<file path="src/rtl/ls_agu_pkg.sv">
package ls_agu_pkg;
  typedef enum logic [1:0] {OFS_IMM = 2'd0, OFS_REG = 2'd1, OFS_SCL = 2'd2, OFS_RSV = 2'd3} ofs_kind_e;
  typedef enum logic [1:0] {SH_LSL = 2'd0, SH_LSR = 2'd1, SH_ASR = 2'd2, SH_ROR = 2'd3} sh_kind_e;
  typedef enum logic [1:0] {IX_OFS = 2'd0, IX_PRE = 2'd1, IX_POST = 2'd2, IX_RSV = 2'd3} idx_e;
endpackage

</file>
<file path="src/rtl/ls_agu_shift.sv">
module ls_agu_shift #(
  parameter int W = 32,
  localparam int SW = $clog2(W)
) (
  input  logic [W-1:0]  din,
  input  logic [1:0]    kind,
  input  logic [SW-1:0] amt,
  output logic [W-1:0]  dout
);
  import ls_agu_pkg::*;
  logic [W-1:0] stg [SW+1];
  logic         fill;

  assign stg[0] = din;
  assign fill   = (sh_kind_e'(kind) == SH_ASR) ? din[W-1] : 1'b0;

  for (genvar s = 0; s < SW; s++) begin : g_stage
    localparam int D = 1 << s;
    always_comb begin
      stg[s+1] = stg[s];
      if (amt[s]) begin
        case (sh_kind_e'(kind))
          SH_LSL:  stg[s+1] = {stg[s][W-1-D:0], {D{1'b0}}};
          SH_ROR:  stg[s+1] = {stg[s][D-1:0], stg[s][W-1:D]};
          default: stg[s+1] = {{D{fill}}, stg[s][W-1:D]};
        endcase
      end
    end
  end

  assign dout = stg[SW];
endmodule

</file>
<file path="src/rtl/ls_agu_sum.sv">
module ls_agu_sum #(
  parameter int W = 32
) (
  input  logic [W-1:0] a,
  input  logic [W-1:0] b,
  input  logic         add,
  output logic [W-1:0] s
);
  logic [W:0] full;
  assign full = {1'b0, a} + {1'b0, add ? b : ~b} + {{W{1'b0}}, ~add};
  assign s = full[W-1:0];
endmodule

</file>
<file path="src/rtl/ls_agu.sv">
module ls_agu #(
  parameter int AW = 32,
  parameter int IW = 12,
  localparam int SW = $clog2(AW)
) (
  input  logic          clk,
  input  logic          rst,
  input  logic          req_valid,
  input  logic [AW-1:0] base,
  input  logic [IW-1:0] imm_ofs,
  input  logic [AW-1:0] reg_ofs,
  input  logic [1:0]    ofs_kind,
  input  logic [1:0]    shk,
  input  logic [SW-1:0] shamt,
  input  logic          add_n_sub,
  input  logic [1:0]    idx,
  output logic          res_valid,
  output logic [AW-1:0] res_addr,
  output logic          res_wb_en,
  output logic [AW-1:0] res_wb_val
);
  import ls_agu_pkg::*;

  logic [AW-1:0] shifted, ofs, sum;

  ls_agu_shift #(.W(AW)) u_shift (
    .din(reg_ofs), .kind(shk), .amt(shamt), .dout(shifted));

  always_comb begin
    case (ofs_kind_e'(ofs_kind))
      OFS_IMM: ofs = {{(AW-IW){1'b0}}, imm_ofs};
      OFS_SCL: ofs = shifted;
      default: ofs = reg_ofs;
    endcase
  end

  ls_agu_sum #(.W(AW)) u_sum (.a(base), .b(ofs), .add(add_n_sub), .s(sum));

  always_ff @(posedge clk) begin
    if (rst) begin
      res_valid  <= 1'b0;
      res_addr   <= '0;
      res_wb_en  <= 1'b0;
      res_wb_val <= '0;
    end else begin
      res_valid <= req_valid;
      if (req_valid) begin
        res_wb_val <= sum;
        case (idx_e'(idx))
          IX_PRE:  begin res_addr <= sum;  res_wb_en <= 1'b1; end
          IX_POST: begin res_addr <= base; res_wb_en <= 1'b1; end
          default: begin res_addr <= sum;  res_wb_en <= 1'b0; end
        endcase
      end
    end
  end

  p_strobe_r2: assert property (@(posedge clk) disable iff (rst)
    req_valid |=> res_valid);
  p_idle_r1: assert property (@(posedge clk) disable iff (rst)
    !req_valid |=> !res_valid);
  p_pre_r7: assert property (@(posedge clk) disable iff (rst)
    (req_valid && idx == 2'd1) |=> (res_wb_en && res_addr == res_wb_val));
  p_post_r8: assert property (@(posedge clk) disable iff (rst)
    (req_valid && idx == 2'd2) |=> (res_wb_en && res_addr == $past(base)));
  p_ofs_r6: assert property (@(posedge clk) disable iff (rst)
    (req_valid && (idx == 2'd0 || idx == 2'd3)) |=> !res_wb_en);
  p_zero_r4: assert property (@(posedge clk) disable iff (rst)
    (req_valid && ofs_kind == 2'd2 && shamt == '0 && add_n_sub && idx == 2'd0)
      |=> res_addr == $past(base) + $past(reg_ofs));
endmodule

</file>
<file path="config.mk">
export PLATFORM = sky130hd
export DESIGN_NAME = ls_agu
export DESIGN_NICKNAME = d
export VERILOG_FILES = /design/src/rtl/ls_agu_pkg.sv /design/src/rtl/ls_agu_shift.sv /design/src/rtl/ls_agu_sum.sv /design/src/rtl/ls_agu.sv
export SDC_FILE = /design/constraint.sdc
export NUM_CORES = 1
export LEC_CHECK = 0
export BUFFER_PORTS_ARGS = -buffer_cell sky130_fd_sc_hd__buf_2
export CAP_MARGIN = 20
export CORE_MARGIN = 4
export CORE_UTILIZATION = 35
export CTS_CLUSTER_DIAMETER = 50
export DETAILED_ROUTE_END_ITERATION = 12
export GPL_TIMING_DRIVEN = 1
export MAX_ROUTING_LAYER = met4
export SLEW_MARGIN = 20
export SYNTH_ARGS = -nofsm -noshare
export SYNTH_HDL_FRONTEND = slang
export SYNTH_HIERARCHICAL = 1
export SYNTH_SLANG_ARGS = --single-unit
</file>
<file path="constraint.sdc">
create_clock -name clk -period 8.45 [get_ports clk]
set_input_delay 0.845 -clock clk [delete_from_list [all_inputs] [get_ports clk]]
set_output_delay 0.845 -clock clk [all_outputs]
set_load 0.05 [all_outputs]
</file>
==> reports/qor.log, run 1 <==
[clock_network] Skew-Pair Late Insertion Delay 320 ps
[routing] drt drc 0
[sta] peak clock frequency supported by timing 0.143 GHz
[die] area of the core 28900 um2
[setup_path] highest cell delay on the worst timing path 650 ps
[global_route] GR Util All Layers 0.254
[yosys] share of synthesized cell area in and, or, nand and nor gates 0.206
[routing] average wire per standard cell 23.3 um
[final_layout] filler-free cell count of the finished design 1829
[sta] post-route minimum period 7000 ps
[routing] final wirelength 42600 um
[power_and_ir_drop] clock group share of total power 0.194
[yosys] number of synthesized flops with an enable pin 0
[yosys] most frequent cells after synthesis nor2_1, nand2_1, mux2i_1, a21oi_1, dfxtp_1
[power_and_ir_drop] Net Switching 921 uW
[place] placed instance area 10900 um2
[setup_path] highest net fanout along the worst path 95
[global_route] pin count of the biggest net entering global routing 96
[sta] post-route setup TNS 0 ps
[setup_path] R2R Path End res_addr[12]
[yosys] top post-synthesis cells by area dfxtp_1, mux2i_1, ha_1, nor2_1, xnor2_1
[die] Chip Width 179 um
[clock_network] number of hold-repair buffers added at the cts stage 0
[setup_path] startpoint of the worst setup timing path shamt[0]
[yosys] average size of a mapped cell 7.44 um2
[setup_path] Worst Setup End Kind register
[final_layout] net count of the finished layout 1569
[clock_network] clock-pin transition on the worst setup and hold timing paths 50 ps
[sta] Final Cycle Share 0.828
[setup_path] Crit path required time 8680 ps
[sta] relative slew slack 0.284
[clock_network] number of post-CTS setup repair buffers 0
[yosys] number of standard cells after synthesis 1382
[sta] setup violators final 0
[yosys] post-synthesis instance area 10300 um2
[yosys] cell with the most instances after synthesis nor2_1
[setup_path] sequence of cells on the critical path buf_4, buf_4, nor2_1, a31oi_1, nor2_1, o32ai_1, a21o_1, nand3_1, o211ai_1, mux2i_1, o21ai_0, and2b_1, or2_2, fa_1, nand2b_1, a211oi_1, o31a_1, o211ai_1, a21oi_1, a41oi_1, xnor2_1, mux2i_1, a211oi_1
[power_and_ir_drop] share of total power consumed by net switching 0.486
[sta] skew final 0 ps
[yosys] Post-Synth Adder-Cell Area 0.0482
[yosys] synthesized-area fraction occupied by ao, oa, aoi and oai cells 0.400
[clock_network] deepest clock path buffer count 2
[routing] first-iteration detailed-routing DRC count 1766
[yosys] post-synth net total 1512
[die] row cnt 62
[routing] first drt pass iteration count 7
[yosys] number of distinct library cell variants in the gate-level netlist after synthesis 97
[clock_network] number of clock sinks 66
[routing] post-detailed-route via-to-cell ratio 6.56
[yosys] Synth Warn # 6
[min_path] type of the most critical hold path register to register
[yosys] dominant synthesized flop cell dfxtp_1
[global_route] total congestion overflow 0
[setup_path] arrival time of data at the critical path endpoint 7230 ps
[place] Place WS 1270 ps
[clock_network] CTS resizes 0
[place] GPL Wtd Cong 1.02
[sta] actual slew at the worst max-slew pin 1070 ps
[yosys] sequential area share after synthesis 0.129
[sta] number of max-slew violations in the final report 0
[power_and_ir_drop] Pleak 4.43 nW
[yosys] count of state elements after synthesis 66
[global_route] antenna violations before repair 0
[routing] post-route antenna net violation count 0
[clock_network] CTS tree built
[yosys] top cell type by total area after synthesis dfxtp_1
[clock_network] total CTS buffers 9
[power_and_ir_drop] Power Density 169 nW/um2
[setup_path] slowest CP cell buf_4
[place] total of buffers placed on input and output ports 156
[global_route] global-route wire length before repair 62900 um
[place] estimated wirelength of the detail-placed design 32100 um
[yosys] portion of netlist area occupied by mux cells 0.0780
[setup_path] critical path endpoint res_addr[24]
[final_layout] area of all placed cells without fillers 11200 um2
[global_route] via count of the first global-routing pass 10600
[final_layout] area growth from synthesis to layout 9.35%
[final_layout] ratio of cells with drive above 1 in the final layout 0.167
[die] count of boundary I/O pins 157
[yosys] xor/xnor cell area share of the yosys netlist 0.0511
[clock_network] clock root buffer clkbuf_16
[setup_path] R2R depth 2
[sta] Final Hold Viols 0
[setup_path] r2r setup slk 7700 ps
[place] number of placed instances, taps included 1812
[yosys] share of flip-flops with an asynchronous set or reset 0
[setup_path] reg-to-reg critical path startpoint res_addr[12]
[sta] post-route setup slack 1450 ps
[die] initial cell density of the core 0.356
[run] number of violations of the max-capacitance limit 0
[power_and_ir_drop] combinational group share of total power 0.602
[power_and_ir_drop] Peak supply drop 94.8 uV
[setup_path] kind of start point of the critical path input port
[setup_path] startpoint-to-endpoint class of the critical path input port to register
[status] status completed
[power_and_ir_drop] sequential group share of total power 0.204
[die] y dimension of the die 179 um
[yosys] fraction of synthesized cell area taken by the top area cell type 0.129
[power_and_ir_drop] internal power summed over all cells 974 uW
[clock_network] Clock H-tree levels 3
[sta] RSZ-0062 raised after global routing no
[die] floorplan die area 32200 um2
[yosys] main combinational cell family by area after synthesis compound AO/OA/AOI/OAI gates
[routing] DR vias 12000
## layer usage
layer,GRT usage,wire [um],vias up
li1,-,-,5486
met1,0.356,18400,5639
met2,0.372,17900,761
met3,0.0256,4310,119
met4,0.107,1910,0
met5,-,0,-
## worst min-delay path by stage
stage                            start           end  slack, ps  cells past startpoint
after floorplan              res_wb_en     res_wb_en        690                      2
after global placement       res_wb_en     res_wb_en        470                      2
after detailed placement  res_addr[13]  res_addr[13]        470                      2
after CTS                 res_addr[13]  res_addr[13]        480                      2
after global routing       res_addr[5]   res_addr[5]        490                      2
final                     res_addr[13]  res_addr[13]        480                      2
## cell usage in the layout, fill, tap and decap left out, types with 25 or more instances in the layout
cell and count:
ha_1 35, nand3_1 36, nor2_1 124, buf_2 154, mux2i_1 79, a21oi_1 76
dfxtp_1 66, a31oi_1 35, a22o_1 25, o22ai_1 32, nand2b_1 26, a211oi_1 47
nand2_1 98, xnor2_1 47, o21ai_0 61, inv_1 35, o211ai_1 31
## power by group through the flow
stage	registers, mW	logic (mW)	clock network, mW
2_1_floorplan	0.557	0.671	0
3_3_place_gp	0.392	1.11	0
3_5_place_dp	0.393	1.11	0
4_1_cts	0.387	1.12	0.374
5_1_grt	0.392	1.22	0.389
6_report	0.387	1.14	0.368
## cells by family after synthesis
logic type,Yosys count
buf+inv,166
mux,80
fa+ha+maj,39
xor+xnor,60
flops,66
simple gates,419
compound gates,552
## through the flow
| stage | hold WS (ps) | power, mW | util |
|---|---|---|---|
| after floorplan | 695 | 1.23 | - |
| after global placement | 468 | 1.50 | 0.379 |
| after detailed placement | 475 | 1.50 | 0.379 |
| after CTS | 481 | 1.88 | 0.389 |
| after global routing | 492 | 2.00 | 0.389 |
| final | 476 | 1.90 | 0.389 |
## state kept, by name, indices dropped and copies added, names as in the netlist
register / flops
res_addr: 32
res_wb_val: 32
res_valid: 1
res_wb_en: 1
## area by class of cell
cell class                 instances  area [um2]
inverter                          35         131
clock buffer                      14         264
tap                              384         480
antenna                            1        2.50
fill                            3056       17600
timing repair buffer             177         943
multi-input combinational       1150        8060
sequential                        66        1320
clock inverter                     2        35.0
## critical path, delay by kind of cell
family | cells | cell delay (ps)
mux | 2 | 210
fa+ha+maj | 1 | 430
xor+xnor | 1 | 270
simple gates | 6 | 1090
buf+inv | 2 | 1200
compound gates | 11 | 3110
No activity file was read; power rests on OpenSTA's default activity.
==> run 2, diff against run 1 <==
==> constraint.sdc (replaced) <==
create_clock -name clk -period 6.37 [get_ports clk]
set_input_delay 0.637 -clock clk [delete_from_list [all_inputs] [get_ports clk]]
set_output_delay 0.637 -clock clk [all_outputs]
set_load 0.05 [all_outputs]
==> run 2 against run 1 <==
Against the previous run: critical path depth rose by 2; sequential power increased by 32%; sequential share of layout area fell by 1.2 points; sequential cell count is the same; die area unchanged; non-clock buffer count is 153 higher; setup slack worse by 1200 ps; routed wire length increased by 5.2%; cell count increased by 8.3%; critical endpoint is now res_addr[27].
==> reports/qor.log, run 2 (synthesized netlist as in run 1, its figures left out) <==
[routing] post-route antenna net violation count 0 [unchanged]
[global_route] total congestion overflow 0 [unchanged]
[min_path] HP Start res_wb_en [was res_addr[13]]
[status] status completed [unchanged]
[sta] post-route minimum period 6070 ps
[global_route] antenna violations before repair 0 [unchanged]
[final_layout] biggest regs res_addr x32, res_wb_val x32 [unchanged]
[die] floorplan die area 32200 um2 [unchanged]
[place] total of buffers placed on input and output ports 156 [unchanged]
[die] y dimension of the die 179 um [unchanged]
[sta] relative slew slack 0.307 [was 0.284]
[setup_path] kind of start point of the critical path input port [unchanged]
[run] number of violations of the max-capacitance limit 0 [unchanged]
[sta] peak clock frequency supported by timing 0.165 GHz
[clock_network] deepest clock path buffer count 2 [unchanged]
[die] row cnt 62 [unchanged]
[final_layout] number of fill cells 3022 [was 3056]
[sta] RSZ-0062 raised after global routing no [unchanged]
[setup_path] startpoint-to-endpoint class of the critical path input port to register [unchanged]
[final_layout] highest-count cells in the layout ignoring fill and taps buf_4, buf_2, nor2_1 [was buf_2, nor2_1, nand2_1]
[sta] Final Hold Viols 0 [unchanged]
[final_layout] ratio of cells with drive above 1 in the final layout 0.248 [was 0.167]
[global_route] GR Util All Layers 0.273 [was 0.254]
[setup_path] Crit path required time 6540 ps [was 8680 ps]
[setup_path] startpoint of the worst setup timing path shk[0] [was shamt[0]]
[routing] final wirelength 44800 um [was 42600 um]
[place] number of placed instances, taps included 1965 [was 1812]
[sta] Final Cycle Share 0.953
[clock_network] number of hold-repair buffers added at the cts stage 0 [unchanged]
[routing] post-detailed-route via-to-cell ratio 6.31 [was 6.56]
[global_route] via count of the first global-routing pass 11700 [was 10600]
[die] initial cell density of the core 0.356 [unchanged]
[final_layout] filler-free cell count of the finished design 1981 [was 1829]
[global_route] global-route wire length before repair 67600 um [was 62900 um]
[clock_network] CTS tree built [unchanged]
[place] Place WS -78.4 ps [was 1270 ps]
[place] estimated wirelength of the detail-placed design 35500 um [was 32100 um]
[sta] number of max-slew violations in the final report 0 [unchanged]
[clock_network] clock root buffer clkbuf_16 [unchanged]
[clock_network] number of clock sinks 66 [unchanged]
[final_layout] area growth from synthesis to layout 22.3% [was 9.35%]
[sta] skew final 0 ps [unchanged]
[final_layout] multi-input combinational cell area 8070 um2 [was 8060 um2]
[clock_network] Clock H-tree levels 3 [unchanged]
[sta] actual slew at the worst max-slew pin 1040 ps [was 1070 ps]
[power_and_ir_drop] Pleak 5.24 nW [was 4.43 nW]
[min_path] number of instances on the worst hold path 2 [unchanged]
[global_route] pin count of the biggest net entering global routing 67 [was 96]
[clock_network] clock-pin transition on the worst setup and hold timing paths 50 ps [about the same]
[clock_network] Skew-Pair Late Insertion Delay 320 ps [about the same]
[routing] drt drc 0 [unchanged]
[power_and_ir_drop] Power Density 221 nW/um2 [was 169 nW/um2]
[setup_path] reg-to-reg critical path startpoint res_addr[22] [was res_addr[12]]
[die] Chip Width 179 um [unchanged]
[power_and_ir_drop] power consumption 2.78 mW [was 1.90 mW]
[routing] first drt pass iteration count 6 [was 7]
[setup_path] arrival time of data at the critical path endpoint 6240 ps [was 7230 ps]
[sta] post-route setup slack 298 ps [was 1450 ps]
[min_path] type of the most critical hold path register to register [unchanged]
[routing] average wire per standard cell 22.6 um [was 23.3 um]
[final_layout] antenna diode count 0 [was 1]
[final_layout] Register Area 1320 um2 [unchanged]
[routing] first-iteration detailed-routing DRC count 1518 [was 1766]
[setup_path] highest net fanout along the worst path 16 [was 95]
[setup_path] Worst Setup End Kind register [unchanged]
[final_layout] net count of the finished layout 1722 [was 1569]
[power_and_ir_drop] Peak supply drop 142 uV [was 94.8 uV]
[setup_path] R2R depth 2 [unchanged]
[sta] setup violators final 0 [unchanged]
[clock_network] total CTS buffers 9 [unchanged]
[place] GPL Wtd Cong 1.07 [was 1.02]
[die] count of boundary I/O pins 157 [unchanged]
[routing] DR vias 12500 [was 12000]
[final_layout] most common library cell in the layout ignoring fill and taps buf_4 [was buf_2]
[die] area of the core 28900 um2 [unchanged]
run 2: metal layers:
layer / vias to the layer above / part of all wire / GRT usage
li1: 5804 / - / -
met1: 5856 / 0.43 / 0.370
met2: 717 / 0.44 / 0.422
met3: 114 / 0.083 / 0.0199
met4: 0 / 0.045 / 0.116
met5: - / 0 / -
run 2: cell type report:
| cell class | instances | share of cell area |
|---|---|---|
| Timing Repair Buffer | 330 | 0.176 |
| Clock inverter | 4 | 0.00776 |
| Inverter | 35 | 0.0104 |
| Clock buffer | 12 | 0.0204 |
| Sequential cell | 66 | 0.105 |
| Multi-Input combinational cell | 1150 | 0.642 |
| Tap cell | 384 | 0.0382 |
run 2: stage by stage:
step / util / cell area [um2] / TNS [ps] / hold WS (ps)
global route: 0.436 / 12600 / 0 / 503
CTS: 0.435 / 12600 / 0 / 478
detailed placement: 0.423 / 12200 / -184 / 471
global placement: 0.423 / 12200 / 0 / 467
floorplan: - / 10300 / 0 / 695
finish: 0.436 / 12600 / 0 / 477
run 2: final timing paths:
path	to	slack [ps]
setup / recovery	res_addr[27]	300
hold reg to reg	res_wb_en	480
setup reg to reg	res_addr[22]	5580
hold / removal	res_wb_en	480
run 2: what timing repair did:
item	in CTS	in global routing
gates resized for setup	0	1
setup buffers	0	0
setup endpoints to repair	0	9
run 2: power by group:
| part | switching (mW) | leakage [nW] | internal (mW) | total (mW) |
|---|---|---|---|---|
| registers | 0.0336 | 0.547 | 0.478 | 0.512 |
| clock network | 0.172 | 0.169 | 0.403 | 0.575 |
| logic | 1.06 | 4.52 | 0.638 | 1.70 |
run 2: worst max-delay path: stages:
cell and delay, ps:
buf_2 110, inv_1 100, ha_4 280, buf_12 170, o21ai_1 180, a31oi_1 140
o311ai_0 670, nand3_1 190, a311oi_1 380, buf_4 180, o21ai_0 80, buf_4 150
mux2i_1 120, o21ai_0 120, xnor2_1 190, ha_1 350, a21oi_1 210, o31ai_2 110
a2111o_1 480, and4b_1 230, o2111a_1 290, or4_1 500, o211a_1 160, mux2i_1 130
a211oi_1 90
==> run 3, diff against run 2 <==
--- a/config.mk
+++ b/config.mk
@@ -5,6 +5,7 @@
 export SDC_FILE = /design/constraint.sdc
 export NUM_CORES = 1
 export LEC_CHECK = 0
+export ABC_AREA = 1
 export BUFFER_PORTS_ARGS = -buffer_cell sky130_fd_sc_hd__buf_2
 export CAP_MARGIN = 20
 export CORE_MARGIN = 4
==> constraint.sdc (replaced) <==
create_clock -name clk -period 6.37 [get_ports clk]
set_input_delay 1.274 -clock clk [delete_from_list [all_inputs] [get_ports clk]]
set_output_delay 1.274 -clock clk [all_outputs]
set_load 0.1 [all_outputs]
==> run 3 against run 2 <==
Against the previous run: clock power decreased by 5.2%; synthesized cell count increased by 25%; hold slack got worse by 5.6 ps; sequential share of layout area up 2.1 points; clock skew did not move; combinational power fell by 14%; largest cell class unchanged.
==> reports/qor.log, run 3 <==
[routing] average wire per standard cell 16.2 um [was 22.6 um]
[die] floorplan die area 29000 um2 [was 32200 um2]
[yosys] sequential area share after synthesis 0.143 [was 0.129]
[clock_network] Skew-Pair Late Insertion Delay 330 ps [was 320 ps]
[sta] Final Hold Viols 0 [unchanged]
[setup_path] most used cell, CP nand2_1
[die] initial cell density of the core 0.355 [was 0.356]
[global_route] met1 demand-to-capacity share in global routing 0.325 [was 0.370]
[global_route] met3 capacity usage during global routing 0.0351 [was 0.0199]
[global_route] total congestion overflow 0 [unchanged]
[place] total of buffers placed on input and output ports 156 [unchanged]
[status] status completed [unchanged]
[final_layout] highest-count cells in the layout ignoring fill and taps nand2_1, nand3_1, nor2_1 [was buf_4, buf_2, nor2_1]
[power_and_ir_drop] Pleak 5.62 nW [was 5.24 nW]
[final_layout] most common library cell in the layout ignoring fill and taps nand2_1 [was buf_4]
[yosys] number of synthesized flops with an enable pin 0 [unchanged]
[sta] post-route setup TNS 0 ps [unchanged]
[final_layout] biggest regs res_addr x32, res_wb_val x32 [unchanged]
[setup_path] startpoint-to-endpoint class of the critical path input port to register [unchanged]
[setup_path] highest cell delay on the worst timing path 450 ps [was 670 ps]
[yosys] post-synthesis instance area 9220 um2 [was 10300 um2]
[setup_path] R2R depth 2 [unchanged]
[place] GPL Wtd Cong 0.988 [was 1.07]
[yosys] dominant synthesized flop cell dfxtp_1 [unchanged]
[sta] RSZ-0062 raised after global routing no [unchanged]
[sta] skew final 0 ps [unchanged]
[yosys] number of distinct library cell variants in the gate-level netlist after synthesis 38 [was 97]
[routing] DR vias 11300 [was 12500]
[routing] final wirelength 35200 um [was 44800 um]
[clock_network] number of post-CTS setup repair buffers 0 [unchanged]
[clock_network] clock root buffer clkbuf_16 [unchanged]
[clock_network] deepest clock path buffer count 2 [unchanged]
[min_path] type of the most critical hold path register to register [unchanged]
[clock_network] number of hold-repair buffers added at the cts stage 0 [unchanged]
[yosys] cell with the most instances after synthesis nand2_1 [was nor2_1]
[routing] first-iteration detailed-routing DRC count 1098 [was 1518]
[yosys] most frequent cells after synthesis nand2_1, nand3_1, nor2_1, inv_1, o21ai_0 [was nor2_1, nand2_1, mux2i_1, a21oi_1, dfxtp_1]
[sta] relative slew slack 0.340 [was 0.307]
[global_route] GR Util All Layers 0.244 [was 0.273]
[yosys] count of state elements after synthesis 66 [unchanged]
[yosys] fraction of synthesized cell area taken by the top area cell type 0.246 [was 0.129]
[yosys] post-synth net total 1858 [was 1512]
[sta] Final Cycle Share 0.880 [was 0.953]
[yosys] number of standard cells after synthesis 1728 [was 1382]
[yosys] average size of a mapped cell 5.33 um2 [was 7.44 um2]
[setup_path] family with the most delay on the worst path simple AND/OR/NAND/NOR gates [was compound AO/OA/AOI/OAI gates]
[final_layout] net count of the finished layout 1964 [was 1722]
[sta] number of max-slew violations in the final report 0 [unchanged]
[setup_path] logic depth of the worst setup path including buffers 34 [was 25]
[final_layout] ratio of cells with drive above 1 in the final layout 0.163 [was 0.248]
[setup_path] Worst Setup End Kind register [unchanged]
[final_layout] multi-input combinational cell area 6820 um2 [was 8070 um2]
[setup_path] kind of start point of the critical path input port [unchanged]
[global_route] layer carrying the most global-route usage met2 [unchanged]
[clock_network] Clock H-tree levels 3 [unchanged]
[setup_path] buffers plus inverters on the worst setup path 7 [was 5]
[routing] post-detailed-route via-to-cell ratio 5.18 [was 6.31]
[yosys] top cell type by total area after synthesis nand2_1 [was dfxtp_1]
[min_path] number of instances on the worst hold path 2 [unchanged]
[setup_path] arrival time of data at the critical path endpoint 5830 ps [was 6240 ps]
[global_route] global-route wire length before repair 55500 um [was 67600 um]
[final_layout] Register Area 1320 um2 [unchanged]
[sta] peak clock frequency supported by timing 0.178 GHz [was 0.165 GHz]
[global_route] antenna violations before repair 1 [was 0]
[run] number of violations of the max-capacitance limit 0 [unchanged]
[routing] first drt pass iteration count 7 [was 6]
[die] Chip Width 170 um [was 179 um]
[yosys] Synth Warn # 6 [unchanged]
[global_route] GR Layer Usage met2 0.370 [was 0.422]
[clock_network] clock-pin transition on the worst setup and hold timing paths 60 ps [was 50 ps]
[power_and_ir_drop] Power Density 239 nW/um2 [was 221 nW/um2]
[setup_path] highest net fanout along the worst path 19 [was 16]
[die] row cnt 59 [was 62]
[power_and_ir_drop] power consumption 2.50 mW [was 2.78 mW]
[setup_path] slowest CP cell fa_1 [was o311ai_0]
[setup_path] Crit path required time 6590 ps [was 6540 ps]
[routing] post-route antenna net violation count 0 [unchanged]
[global_route] pin count of the biggest net entering global routing 100 [was 67]
[die] count of boundary I/O pins 157 [unchanged]
[place] estimated wirelength of the detail-placed design 27900 um [was 35500 um]
[final_layout] area growth from synthesis to layout 13.3% [was 22.3%]
[clock_network] CTS resizes 0 [unchanged]
[routing] drt drc 0 [unchanged]
[clock_network] CTS tree built [unchanged]
[final_layout] share of the core filled with cells in the final layout 0.402 [was 0.436]
[final_layout] number of fill cells 2953 [was 3022]
[sta] setup violators final 0 [unchanged]
[die] area of the core 26000 um2 [was 28900 um2]
[global_route] via count of the first global-routing pass 10400 [was 11700]
[clock_network] number of clock sinks 66 [unchanged]
[sta] WHS 471 ps [was 477 ps]
[sta] post-route minimum period 5610 ps [was 6070 ps]
[die] y dimension of the die 170 um [was 179 um]
[clock_network] total CTS buffers 9 [unchanged]
[yosys] top post-synthesis cells by area nand2_1, nand3_1, dfxtp_1, nor2_1, inv_1 [was dfxtp_1, mux2i_1, ha_1, nor2_1, xnor2_1]
[sta] actual slew at the worst max-slew pin 989 ps [was 1040 ps]
[power_and_ir_drop] Peak supply drop 279 uV [was 142 uV]
[yosys] share of flip-flops with an asynchronous set or reset 0 [unchanged]
==> run 3: cell types whose count changed after synthesis, moves of 35 or more <==
cell,previous run,this run
a21oi_1,76,40
mux2i_1,79,0
nor2_1,124,190
nand3_1,36,283
nand2_1,98,605
a31oi_1,35,0
inv_1,35,148
a211oi_1,47,0
==> run 3: cells by family (layout without fill, tap and decap cells) <==
| group | count (synthesis) | count (layout) | share of synthesized area |
|---|---|---|---|
| compound gates | 145 | 145 | 0.0813 |
| xor+xnor | 46 | 46 | 0.0437 |
| fa+ha+maj | 39 | 39 | 0.0538 |
| buf+inv | 241 | 352 | 0.117 |
| flops | 66 | 66 | 0.143 |
| other cells | 0 | 1 | 0 |
| simple gates | 1191 | 1191 | 0.561 |
==> run 3: metrics by stage <==
step	area, um2	instances	worst slack [ps]
after floorplan	9220	1728	1610
after CTS	10400	2174	856
final	10400	2175	763
after global placement	10100	2158	575
after detailed placement	10100	2158	494
after global routing	10400	2175	324
==> run 3: worst paths after layout <==
check                           slack [ps]          from      endpoint
worst max-delay path                   760        shk[0]  res_addr[30]
worst min-delay path                   470     res_wb_en     res_wb_en
worst max register to register        5660  res_addr[10]  res_addr[10]
worst min register to register         470     res_wb_en     res_wb_en
==> run 3: layer usage <==
metal,up-vias,part of all wire
li1,5688,-
met1,5020,0.45
met2,482,0.44
met3,84,0.077
met4,0,0.041
met5,-,0
==> run 3: power breakdown <==
| group | internal [mW] | total, mW | leakage (nW) | switching (mW) |
|---|---|---|---|---|
| registers | 0.463 | 0.487 | 0.549 | 0.0238 |
| logic | 0.378 | 1.47 | 4.91 | 1.09 |
| clock network | 0.354 | 0.545 | 0.159 | 0.191 |
| total | 1.19 | 2.50 | 5.62 | 1.31 |
==> run 3: final cells by class <==
| type | instances | share of cell area |
|---|---|---|
| antenna | 1 | 0.000240 |
| sequential | 66 | 0.126 |
| clock buffer | 10 | 0.0229 |
| multi-input combinational | 1421 | 0.653 |
| clock inverter | 6 | 0.00862 |
| tap | 335 | 0.0401 |
| timing repair buffer | 181 | 0.0930 |
| inverter | 155 | 0.0557 |
==> run 3: worst reg2reg max path: cells and delay by family (launching register included) <==
family / cells / cell delay, ps
flops: 1 / 310
compound gates: 1 / 230
simple gates: 1 / 60
